## config.mk

```make
export PLATFORM = sky130hd
export DESIGN_NAME = rx_mailbox2
export DESIGN_NICKNAME = d
export VERILOG_FILES = /design/src/rtl/mbx_pkg.sv /design/src/rtl/mbx_slot.sv /design/src/rtl/mbx_disposition.sv /design/src/rtl/rx_mailbox2.sv
export SDC_FILE = /design/constraint.sdc
export NUM_CORES = 1
export LEC_CHECK = 0
export BUFFER_PORTS_ARGS = -buffer_cell sky130_fd_sc_hd__buf_2
export CAP_MARGIN = 20
export CORE_MARGIN = 4
export CORE_UTILIZATION = 35
export CTS_CLUSTER_DIAMETER = 80
export DETAILED_ROUTE_END_ITERATION = 12
export REMOVE_ABC_BUFFERS = 1
export SLEW_MARGIN = 20
export SYNTH_ARGS = -nofsm -noshare
export SYNTH_HDL_FRONTEND = slang
export SYNTH_HIERARCHICAL = 1
export SYNTH_SLANG_ARGS = --single-unit
```

## constraint.sdc

```tcl
create_clock -name clk_i -period 2.5 [get_ports clk_i]
set_clock_uncertainty 0.05 [all_clocks]
set_input_delay 0.5 -clock clk_i [delete_from_list [all_inputs] [get_ports clk_i]]
set_output_delay 0.5 -clock clk_i [all_outputs]
set_load 0.01 [all_outputs]
```

## src/rtl/mbx_pkg.sv

```systemverilog
package mbx_pkg;
  typedef enum logic [1:0] {
    VIS_HOLD = 2'd0,
    VIS_BAK  = 2'd1,
    VIS_NEW  = 2'd2
  } vis_sel_e;
endpackage

```

## src/rtl/mbx_slot.sv

```systemverilog
module mbx_slot #(
  parameter int W = 8
) (
  input  logic         clk_i,
  input  logic         rst_ni,
  input  logic         load_i,
  input  logic [W-1:0] d_i,
  output logic [W-1:0] q_o
);
  always_ff @(posedge clk_i or negedge rst_ni) begin
    if (!rst_ni)     q_o <= '0;
    else if (load_i) q_o <= d_i;
  end
endmodule

```

## src/rtl/mbx_disposition.sv

```systemverilog
module mbx_disposition
  import mbx_pkg::*;
#(
  parameter bit TWO_DEEP = 1'b1
) (
  input  logic     vis_full_i,
  input  logic     bak_full_i,
  input  logic     rel_i,
  input  logic     wr_i,
  input  logic     ovr_en_i,
  output vis_sel_e vis_sel_o,
  output logic     bak_load_o,
  output logic     vis_full_d_o,
  output logic     bak_full_d_o,
  output logic     ovr_set_o
);
  logic vf, bf, promote;

  // release resolves first, then the write is placed
  always_comb begin
    promote      = TWO_DEEP && rel_i && bak_full_i;
    vf           = rel_i ? promote : vis_full_i;
    bf           = rel_i ? 1'b0 : (TWO_DEEP && bak_full_i);
    vis_sel_o    = promote ? VIS_BAK : VIS_HOLD;
    bak_load_o   = 1'b0;
    vis_full_d_o = vf;
    bak_full_d_o = bf;
    ovr_set_o    = 1'b0;
    if (wr_i) begin
      if (!vf) begin
        vis_sel_o    = VIS_NEW;
        vis_full_d_o = 1'b1;
      end else if (TWO_DEEP) begin
        if (!bf) begin
          bak_load_o   = 1'b1;
          bak_full_d_o = 1'b1;
        end else if (ovr_en_i) begin
          bak_load_o = 1'b1;
          ovr_set_o  = 1'b1;
        end
      end else if (ovr_en_i) begin
        vis_sel_o = VIS_NEW;
        ovr_set_o = 1'b1;
      end
    end
  end
endmodule

```

## src/rtl/rx_mailbox2.sv

```systemverilog
module rx_mailbox2
  import mbx_pkg::*;
#(
  parameter int ID_W       = 29,
  parameter int DATA_BYTES = 8,
  parameter bit TWO_DEEP   = 1'b1,
  localparam int DATA_W    = 8 * DATA_BYTES,
  localparam int LEN_W     = $clog2(DATA_BYTES + 1),
  localparam int MSG_W     = LEN_W + ID_W + DATA_W
) (
  input  logic              clk_i,
  input  logic              rst_ni,
  input  logic              wr_valid_i,
  input  logic [ID_W-1:0]   wr_id_i,
  input  logic [LEN_W-1:0]  wr_len_i,
  input  logic [DATA_W-1:0] wr_data_i,
  input  logic              ovr_en_i,
  input  logic              release_i,
  output logic [ID_W-1:0]   rd_id_o,
  output logic [LEN_W-1:0]  rd_len_o,
  output logic [DATA_W-1:0] rd_data_o,
  output logic              data_upd_o,
  output logic              rx_ovr_o
);
  logic [MSG_W-1:0] msg_in, vis_q, vis_d, bak_q;
  logic             data_upd_q, bak_full, ovr_q;
  logic             vis_full_d, bak_full_d, bak_load, ovr_set;
  vis_sel_e         vis_sel;

  assign msg_in = {wr_len_i, wr_id_i, wr_data_i};

  mbx_disposition #(.TWO_DEEP(TWO_DEEP)) u_disp (
    .vis_full_i  (data_upd_q),
    .bak_full_i  (bak_full),
    .rel_i       (release_i),
    .wr_i        (wr_valid_i),
    .ovr_en_i    (ovr_en_i),
    .vis_sel_o   (vis_sel),
    .bak_load_o  (bak_load),
    .vis_full_d_o(vis_full_d),
    .bak_full_d_o(bak_full_d),
    .ovr_set_o   (ovr_set)
  );

  always_comb begin
    unique case (vis_sel)
      VIS_BAK: vis_d = bak_q;
      VIS_NEW: vis_d = msg_in;
      default: vis_d = vis_q;
    endcase
  end

  mbx_slot #(.W(MSG_W)) u_vis (
    .clk_i (clk_i),
    .rst_ni(rst_ni),
    .load_i(vis_sel != VIS_HOLD),
    .d_i   (vis_d),
    .q_o   (vis_q)
  );

  generate
    if (TWO_DEEP) begin : g_backup
      logic bak_full_q;
      mbx_slot #(.W(MSG_W)) u_bak (
        .clk_i (clk_i),
        .rst_ni(rst_ni),
        .load_i(bak_load),
        .d_i   (msg_in),
        .q_o   (bak_q)
      );
      always_ff @(posedge clk_i or negedge rst_ni) begin
        if (!rst_ni) bak_full_q <= 1'b0;
        else         bak_full_q <= bak_full_d;
      end
      assign bak_full = bak_full_q;
    end else begin : g_single
      logic unused_bak;
      assign unused_bak = bak_load ^ bak_full_d;
      assign bak_q      = '0;
      assign bak_full   = 1'b0;
    end
  endgenerate

  always_ff @(posedge clk_i or negedge rst_ni) begin
    if (!rst_ni) begin
      data_upd_q <= 1'b0;
      ovr_q      <= 1'b0;
    end else begin
      data_upd_q <= vis_full_d;
      ovr_q      <= ovr_set | (ovr_q & ~release_i);
    end
  end

  assign {rd_len_o, rd_id_o, rd_data_o} = vis_q;
  assign data_upd_o = data_upd_q;
  assign rx_ovr_o   = ovr_q;

  assert_empty_load_R2: assert property (@(posedge clk_i) disable iff (!rst_ni)
    wr_valid_i && !data_upd_o && !release_i |=> data_upd_o && rd_id_o == $past(wr_id_i));

  assert_promote_R4: assert property (@(posedge clk_i) disable iff (!rst_ni)
    release_i && bak_full |=> data_upd_o);

  assert_release_empty_R5: assert property (@(posedge clk_i) disable iff (!rst_ni)
    release_i && !bak_full && !wr_valid_i |=> !data_upd_o);

  assert_vis_protected_R7: assert property (@(posedge clk_i) disable iff (!rst_ni)
    TWO_DEEP && data_upd_o && !release_i |=> $stable(rd_id_o) && $stable(rd_data_o) && $stable(rd_len_o));

  assert_ovr_clear_R8: assert property (@(posedge clk_i) disable iff (!rst_ni)
    release_i |=> !rx_ovr_o);

  assert_ovr_sticky_R8: assert property (@(posedge clk_i) disable iff (!rst_ni)
    rx_ovr_o && !release_i |=> rx_ovr_o);

  assert_single_drop_R10: assert property (@(posedge clk_i) disable iff (!rst_ni)
    !TWO_DEEP && data_upd_o && wr_valid_i && !ovr_en_i && !release_i
      |=> $stable(rd_id_o) && $stable(rd_data_o) && data_upd_o);
endmodule

```

# Yosys cells after proc, flatten, opt, wreduce, memory -nomap -nowiden
# Index checks and enable logic that the tools add are counted.
# Widths: inputs -> output; s select.
[totals]
inputBits = 102
reg_bits = 197
[classes]
eq_ne = 2
bitwise = 3
mux = 16
reduce_logical = 4
[ops]
columns = ["operator", "count"]
rows = [
  ["$pmux 97 s2", 1],
  ["$mux 1", 13],
  ["$mux 2", 2],
  ["$reduce_bool 2->1", 2],
  ["$eq 2x1->1 const B", 1],
  ["$eq 2x2->1 const B", 1],
  ["$reduce_and 2->1", 1],
  ["$and 1x1->1", 1],
  ["$logic_and 1x1->1", 1],
  ["$not 1->1", 1],
  ["$or 1x1->1", 1],
]

# Longest topological paths before layout
# Gate-level depths: netlist of the first run.
[depth]
depth_word = 7
mapped_depth = 11

# By module
# Netlist of the first run, hierarchy kept.
[by_module_without_submodules]
columns = ["mod", "area_each_um2", "cells_per_inst", "seq_area_each_um2", "instances"]
rows = [
  ["mbx_slot", 3718.6, 205, 2427.3, 2],
  ["rx_mailbox2", 2278.4, 346, 75.1, 1],
  ["mbx_disposition", 68.8, 13, 0.0, 1],
]

# Worst setup path after synthesis of the first run
# OpenSTA, ideal clock, no wires.
[synth_path]
kind = "input to register"
from = "input port release_i"
to = "register u_vis.q_o[64]"
path_slack_ps = 280
t_arrival_ps = 2045
path_stages = 10
t_required_ps = 2325
setup_ps = 125
cell_sequence = "nand2_1 > inv_1 > nor3b_1 > inv_1 > ha_1 > buf_2 > buf_2 > buf_2 > a21oi_2 > mux2_2"
[synth_between]
elab_cells_between_ends = 11
[synth_lines]
columns = ["item", "line", "text"]
rows = [
  ["start: declaration", "rx_mailbox2.sv:18", "input logic release_i,"],
  ["$logic_and 1x1->1", "mbx_disposition.sv:21", "promote = TWO_DEEP && rel_i && bak_full_i;"],
  ["$mux 1 (on tied branches)", "mbx_disposition.sv:24, mbx_disposition.sv:22", ""],
  ["$mux 2", "mbx_disposition.sv:30", "if (!vf) begin"],
  ["$mux 2 (*)", "mbx_disposition.sv:29", "if (wr_i) begin"],
  ["via vis_sel[0]", "rx_mailbox2.sv:28", "vis_sel_e vis_sel;"],
  ["$eq 2x2->1 / $eq 2x1->1 (equally long branches)", "rx_mailbox2.sv:46", "unique case (vis_sel)"],
  ["$pmux 97 s2 (*)", "rx_mailbox2.sv:46", ""],
  ["via vis_d[64]", "rx_mailbox2.sv:25", "logic [MSG_W-1:0] msg_in, vis_q, vis_d, bak_q;"],
  ["end signal: assignment", "mbx_slot.sv:12", "else if (load_i) q_o <= d_i;"],
  ["end: declaration", "mbx_slot.sv:8", "output logic [W-1:0] q_o"],
]
# Mark *: on every way through the listed nets, which the timed path passes. The rest lies on a longest branch.
# A chain may end at the register's enable or synchronous reset.

# Worst setup path in the final report of the first run
[layout_path]
from = "register data_upd_q (netlist: data_upd_o)"
to = "register u_vis.q_o[58]"
[layout_between]
elab_cells_between_ends = 9
[layout_lines]
columns = ["item", "line", "text"]
rows = [
  ["start: declaration", "rx_mailbox2.sv:26", "logic data_upd_q, bak_full, ovr_q;"],
  ["start signal: assignment", "rx_mailbox2.sv:89", "data_upd_q <= vis_full_d;"],
  ["$mux 1 (*)", "mbx_disposition.sv:22", "vf = rel_i ? promote : vis_full_i;"],
  ["$mux 2 (*)", "mbx_disposition.sv:30", ""],
  ["$mux 2 (*)", "mbx_disposition.sv:29", ""],
  ["via vis_sel[1]", "rx_mailbox2.sv:28", ""],
  ["$eq 2x2->1 / $eq 2x1->1 (equally long branches)", "rx_mailbox2.sv:46", ""],
  ["$pmux 97 s2 (*)", "rx_mailbox2.sv:46", ""],
  ["via vis_d[58]", "rx_mailbox2.sv:25", ""],
]
# Marked as above.

==> impl_metrics.ini, run 1 <==
[critical_path]
crit_buf_inv = 2
crit_start = data_upd_o$_DFF_PN0_
start_kind = flip-flop
crit_family = simple AND/OR/NAND/NOR gates
path_class = flip-flop to flip-flop
crit_path_max_fanout = 18
slowest_delay_ps = 400
rr_startpoint = data_upd_o$_DFF_PN0_
ff2ff_setup_slack_ps = 310
slowest_stage = ha_4
path_cells = nor2b_2 > nor3b_1 > inv_1 > ha_4 > buf_4 > a21oi_1 > mux2_2
cp.arrival_ps = 2450
reg2reg_to = u_vis/q_o[58]$_DFFE_PN0P_
endpoint_kind = flip-flop
required_ps = 2760
rr_worst_depth = 7

[power]
pwr-share-comb = 0.346
switching_power_mw = 4.22
p_leak_nw = 5.25
ir_drop_v = 0.000701
p_int_mw = 8.56
power_density_nw_per_um2 = 1070
pwr-share-clk = 0.245
power_frac_seq = 0.409
p_sw_frac = 0.330
power_mw = 12.8

[synth]
syn_inst = 769
ys_seq_elements = 197
ys_types = 22
synth_commonest_cells = dfrtp_1, mux2_2, nor2_1, a21oi_1, a22oi_1
syn_avg_cell_area_um2 = 12.7
synth.area.top_cells = dfrtp_1, mux2_2, mux2_4, a22oi_1, a22oi_2
yosysMostFrequentCell = dfrtp_1
seq_area_frac_synth = 0.504
synthFlopType = dfrtp_1
synth_area_leader_cell = dfrtp_1
netlist.area_leader.share = 0.504
syn_area_um2 = 9780
synth_edf_count = 0
yosysWarnings = 6
async_flop_share = 1.00

[sta]
hold_ws_ps = 260
min_period_over_period = 0.877
tightest_slew_ps = 499
fmax_ghz = 0.456
rsz0062_at_grt = false
slew_violations = 0
relSlewSlack = 0.667
finalSetupTns_ps = 0
hold_violations = 0
setup_violations = 0
worst_slack_ps = 308
period_needed_ps = 2190

[cells_and_area]
n_antenna_cell = 0
area_delta_synth_final_pct = 21.7
stdcell_count = 1338
drive_gt1_frac = 0.539
final_util = 0.437
fin_area_um2 = 11900
fin_nets = 1058

[cts]
postCtsSetupBuffers = 0
numCtsBuffers = 17
clockBufferDepth = 2
htreeDepth = 4
clkSlewWorstSetupHoldPaths_ps = 80
clock_latency_ps = 430
cts_tree = done
clock_sinks = 197
cts.repair.resized = 0
cts-root-buf = clkbuf_16

[drt]
wirelength_mm = 23.2
drt-initial-drc-count = 334
drtPass1Iterations = 4
avgRoutedWirePerCell_um = 17.4
route.detailed.drc = 0
final_antenna_net_count = 0
vias = 6584
via_per_inst = 4.92

[flow_run]
drv_cap = 0

[floorplan]
die_w_um = 175
core-area_um2 = 27300
die_h_um = 175
num_rows = 60
die_area_um2 = 30700
io_pins = 201
start_util = 0.359

[placed_design]
hpwl_mm = 15.1
place_ws_ps = 96.5
gp_congestion = 0.702
portBuffers = 200
dp_cells = 1305
place_area_um2 = 11200

[worst_hold_path]
min_delay_path_depth = 2
worstHoldPathType = input pin to flip-flop
min_to = g_backup.u_bak/q_o[50]$_DFFE_PN0P_
holdCritStartpoint = wr_data_i[50]

[grt]
antenna_found_initial = 1
grt_usage = 0.153
grt_pass1_vias = 6900
grt_first_pass_wirelength_mm = 37.7
grt_overflow = 0
grt_start_max_net_pins = 57

[outcome]
status = finished clean
[sequential cells by signal, indices dropped and copies added, names as in the netlist]
| name | flops |
|---|---|
| g_backup.u_bak/q_o | 97 |
| u_vis/q_o | 97 |
| data_upd_o | 1 |
| rx_ovr_o | 1 |
| bak_full | 1 |
[worst max path at each step]
stage	cells after the start	endpoint
3_5_place_dp	9	u_vis/q_o[39]$_DFFE_PN0P_
6_report	7	u_vis/q_o[58]$_DFFE_PN0P_
5_1_grt	7	u_vis/q_o[42]$_DFFE_PN0P_
2_1_floorplan	4	g_backup.u_bak/q_o[0]$_DFFE_PN0P_
3_3_place_gp	10	u_vis/q_o[21]$_DFFE_PN0P_
4_1_cts	7	u_vis/q_o[5]$_DFFE_PN0P_
[area by class of cell]
cell class / count / area (µm²)
repair buffers: 231 / 1420
clock inverters: 13 / 219
well taps: 372 / 465
clock buffers: 19 / 443
inverters: 6 / 25.0
multi-input cells: 500 / 4410
fillers: 2553 / 15300
flip-flops and latches: 197 / 4930
[cells in the final DEF, fill, tap and decap left out, drive strengths merged, types with 5 or more instances in the layout]
master | netlist | final
a22oi | 97 | 97
a21oi | 97 | 97
dfrtp | 197 | 197
mux2 | 194 | 194
buf | 66 | 229
inv | 6 | 10
clkbuf | 0 | 20
nor2 | 98 | 98
bufinv | 0 | 5
[cell families after synthesis]
| logic type | count (synthesis) | share of synthesized area |
|---|---|---|
| simple gates | 105 | 0.0417 |
| compound gates | 198 | 0.153 |
| mux | 194 | 0.246 |
| flops | 197 | 0.504 |
| fa+ha+maj | 3 | 0.00384 |
| buf+inv | 72 | 0.0509 |
[per-layer routing]
layer / part of all wire / global-route usage / vias to the layer above
met1: 0.45 / 0.200 / 3268
met2: 0.47 / 0.246 / 145
met3: 0.056 / 0.0450 / 28
met4: 0.018 / 0.0465 / 2
li1: - / - / 3141
met5: 0.00030 / 0 / -
[timing repair]
item | 4_1_cts | 5_1_grt
hold buffers | 1 | 0
endpoints found under the hold margin | 20 | 0
endpoints found under the setup margin | 0 | 0
[power by group through the flow]
stage	Combinational [mW]	Sequential (mW)	Clock [mW]
2_1_floorplan	2.69	5.49	0
3_3_place_gp	4.39	5.22	0
3_5_place_dp	4.49	5.27	0
4_1_cts	4.50	5.22	3.23
5_1_grt	4.86	5.39	3.37
6_report	4.42	5.22	3.13
Power figures use the tool's default switching activity.
==> run 2: changes to the inputs <==
--- a/config.mk
+++ b/config.mk
@@ -7,10 +7,13 @@
 export LEC_CHECK = 0
 export BUFFER_PORTS_ARGS = -buffer_cell sky130_fd_sc_hd__buf_2
 export CAP_MARGIN = 20
+export CELL_PAD_IN_SITES_DETAIL_PLACEMENT = 1
+export CELL_PAD_IN_SITES_GLOBAL_PLACEMENT = 2
 export CORE_MARGIN = 4
 export CORE_UTILIZATION = 35
 export CTS_CLUSTER_DIAMETER = 80
 export DETAILED_ROUTE_END_ITERATION = 12
+export PLACE_DENSITY_LB_ADDON = 0.1
 export REMOVE_ABC_BUFFERS = 1
 export SLEW_MARGIN = 20
 export SYNTH_ARGS = -nofsm -noshare
==> impl_metrics.ini, run 2 (synthesized netlist as in run 1, its figures left out) <==
[outcome]
status = finished clean

[cts]
clockBufferDepth = 2
clock_latency_ps = 440
cts_tree = done
clock_sinks = 197
clkSlewWorstSetupHoldPaths_ps = 80
cts-root-buf = clkbuf_16
numCtsBuffers = 17
htreeDepth = 4

[drt]
vias = 6896
drt-initial-drc-count = 330
wirelength_mm = 27.3
via_per_inst = 5.15
drtPass1Iterations = 4
avgRoutedWirePerCell_um = 20.4
final_antenna_net_count = 0
route.detailed.drc = 0

[worst_hold_path]
min_delay_path_depth = 2
holdCritStartpoint = wr_data_i[51]
worstHoldPathType = input pin to flip-flop
min_to = g_backup.u_bak/q_o[51]$_DFFE_PN0P_

[critical_path]
reg2reg_to = u_vis/q_o[45]$_DFFE_PN0P_
start_kind = flip-flop
crit_family = buffers and inverters
slowest_stage = dfrtp_1
crit_buf_inv = 3
crit_path_max_fanout = 36
crit_top_cell = inv_1
slowest_delay_ps = 400
rr_worst_depth = 9
required_ps = 2770
endpoint_kind = flip-flop
rr_startpoint = bak_full$_DFF_PN0_
path_class = flip-flop to flip-flop
cp.arrival_ps = 2480
path_cells = nand2_1 > inv_1 > nor3b_2 > inv_1 > ha_4 > buf_12 > a22oi_1 > a21oi_1 > mux2_2
crit_cells = 9
ff2ff_setup_slack_ps = 290

[grt]
grt_pass1_vias = 7932
grt_first_pass_wirelength_mm = 43.7
grt_start_max_net_pins = 53
grt_overflow = 0
antenna_found_initial = 6
grt_usage = 0.178

[sta]
tightest_slew_ps = 439
worst_slack_ps = 288
fmax_ghz = 0.452
relSlewSlack = 0.708
setup_violations = 0
min_period_over_period = 0.885
rsz0062_at_grt = false
slew_violations = 0
hold_violations = 0
period_needed_ps = 2210

[power]
p_int_mw = 8.19
p_sw_frac = 0.353
power_mw = 12.7
p_leak_nw = 5.24
pwr-share-clk = 0.220
power_frac_seq = 0.415
ir_drop_v = 0.000455
pwr-share-comb = 0.365
power_density_nw_per_um2 = 1060
switching_power_mw = 4.46

[placed_design]
place_ws_ps = -13.8
portBuffers = 200
hpwl_mm = 18.7
gp_congestion = 0.731

[floorplan]
num_rows = 60
start_util = 0.359
io_pins = 201
die_h_um = 175
die_w_um = 175
die_area_um2 = 30700
core-area_um2 = 27300

[flow_run]
drv_cap = 0

[cells_and_area]
final_common_cell = buf_2
area_delta_synth_final_pct = 21.8
drive_gt1_frac = 0.540
final_cell_mix = buf_2, dfrtp_1, mux2_2, nor2_1
fin_nets = 1058
reg.largest.list = g_backup.u_bak/q_o x97, u_vis/q_o x97
## run 2: repair_timing
item,CTS,global route
hold endpoints to repair,31,0
endpoints found under the setup margin,0,8
resized for setup,0,1
setup buffers,0,1
hold buffers,1,0
## run 2: worst max-delay path by stage
| stage | startpoint | end | slack, ps |
|---|---|---|---|
| after floorplan | release_i | g_backup.u_bak/q_o[0]$_DFFE_PN0P_ | -7740 |
| after CTS | bak_full$_DFF_PN0_ | u_vis/q_o[26]$_DFFE_PN0P_ | 210 |
| after global placement | release_i | u_vis/q_o[57]$_DFFE_PN0P_ | 4 |
| after detailed placement | release_i | u_vis/q_o[23]$_DFFE_PN0P_ | -10 |
| after global routing | bak_full$_DFF_PN0_ | u_vis/q_o[18]$_DFFE_PN0P_ | 130 |
| final | bak_full$_DFF_PN0_ | u_vis/q_o[45]$_DFFE_PN0P_ | 290 |
## run 2: area by class of cell
cell class                      instances  area (µm²)
Antenna cell                            2        5.00
Clock buffer                           18         429
Clock inverter                         14         165
Fill cell                            2900       15300
Inverter                                6        25.0
Multi-Input combinational cell        500        4410
Sequential cell                       197        4930
Tap cell                              372         465
Timing Repair Buffer                  231        1480
## run 2: per-layer routing
layer	track usage	part of all wire
met1	0.211	0.42
met2	0.318	0.52
met3	0.0569	0.058
met4	0.0363	0.0070
met5	0	0.0025
## run 2: power groups by stage
stage	sequential (mW)	combinational [mW]	clock (mW)
after global routing	5.44	5.04	3.03
after floorplan	5.49	2.69	0
final	5.25	4.62	2.78
after global placement	5.19	4.47	0
after detailed placement	5.34	4.68	0
after CTS	5.28	4.70	2.91
## run 2: stage by stage
stage,hold WS [ps],instances,TNS [ps],util,area (µm²)
2_1_floorplan,154,703,-998080,-,9310
4_1_cts,224,1337,0,0.437,11900
3_5_place_dp,394,1304,-68.1,0.414,11300
6_report,251,1340,0,0.437,11900
3_3_place_gp,388,1304,0,0.414,11300
5_1_grt,225,1339,0,0.437,11900
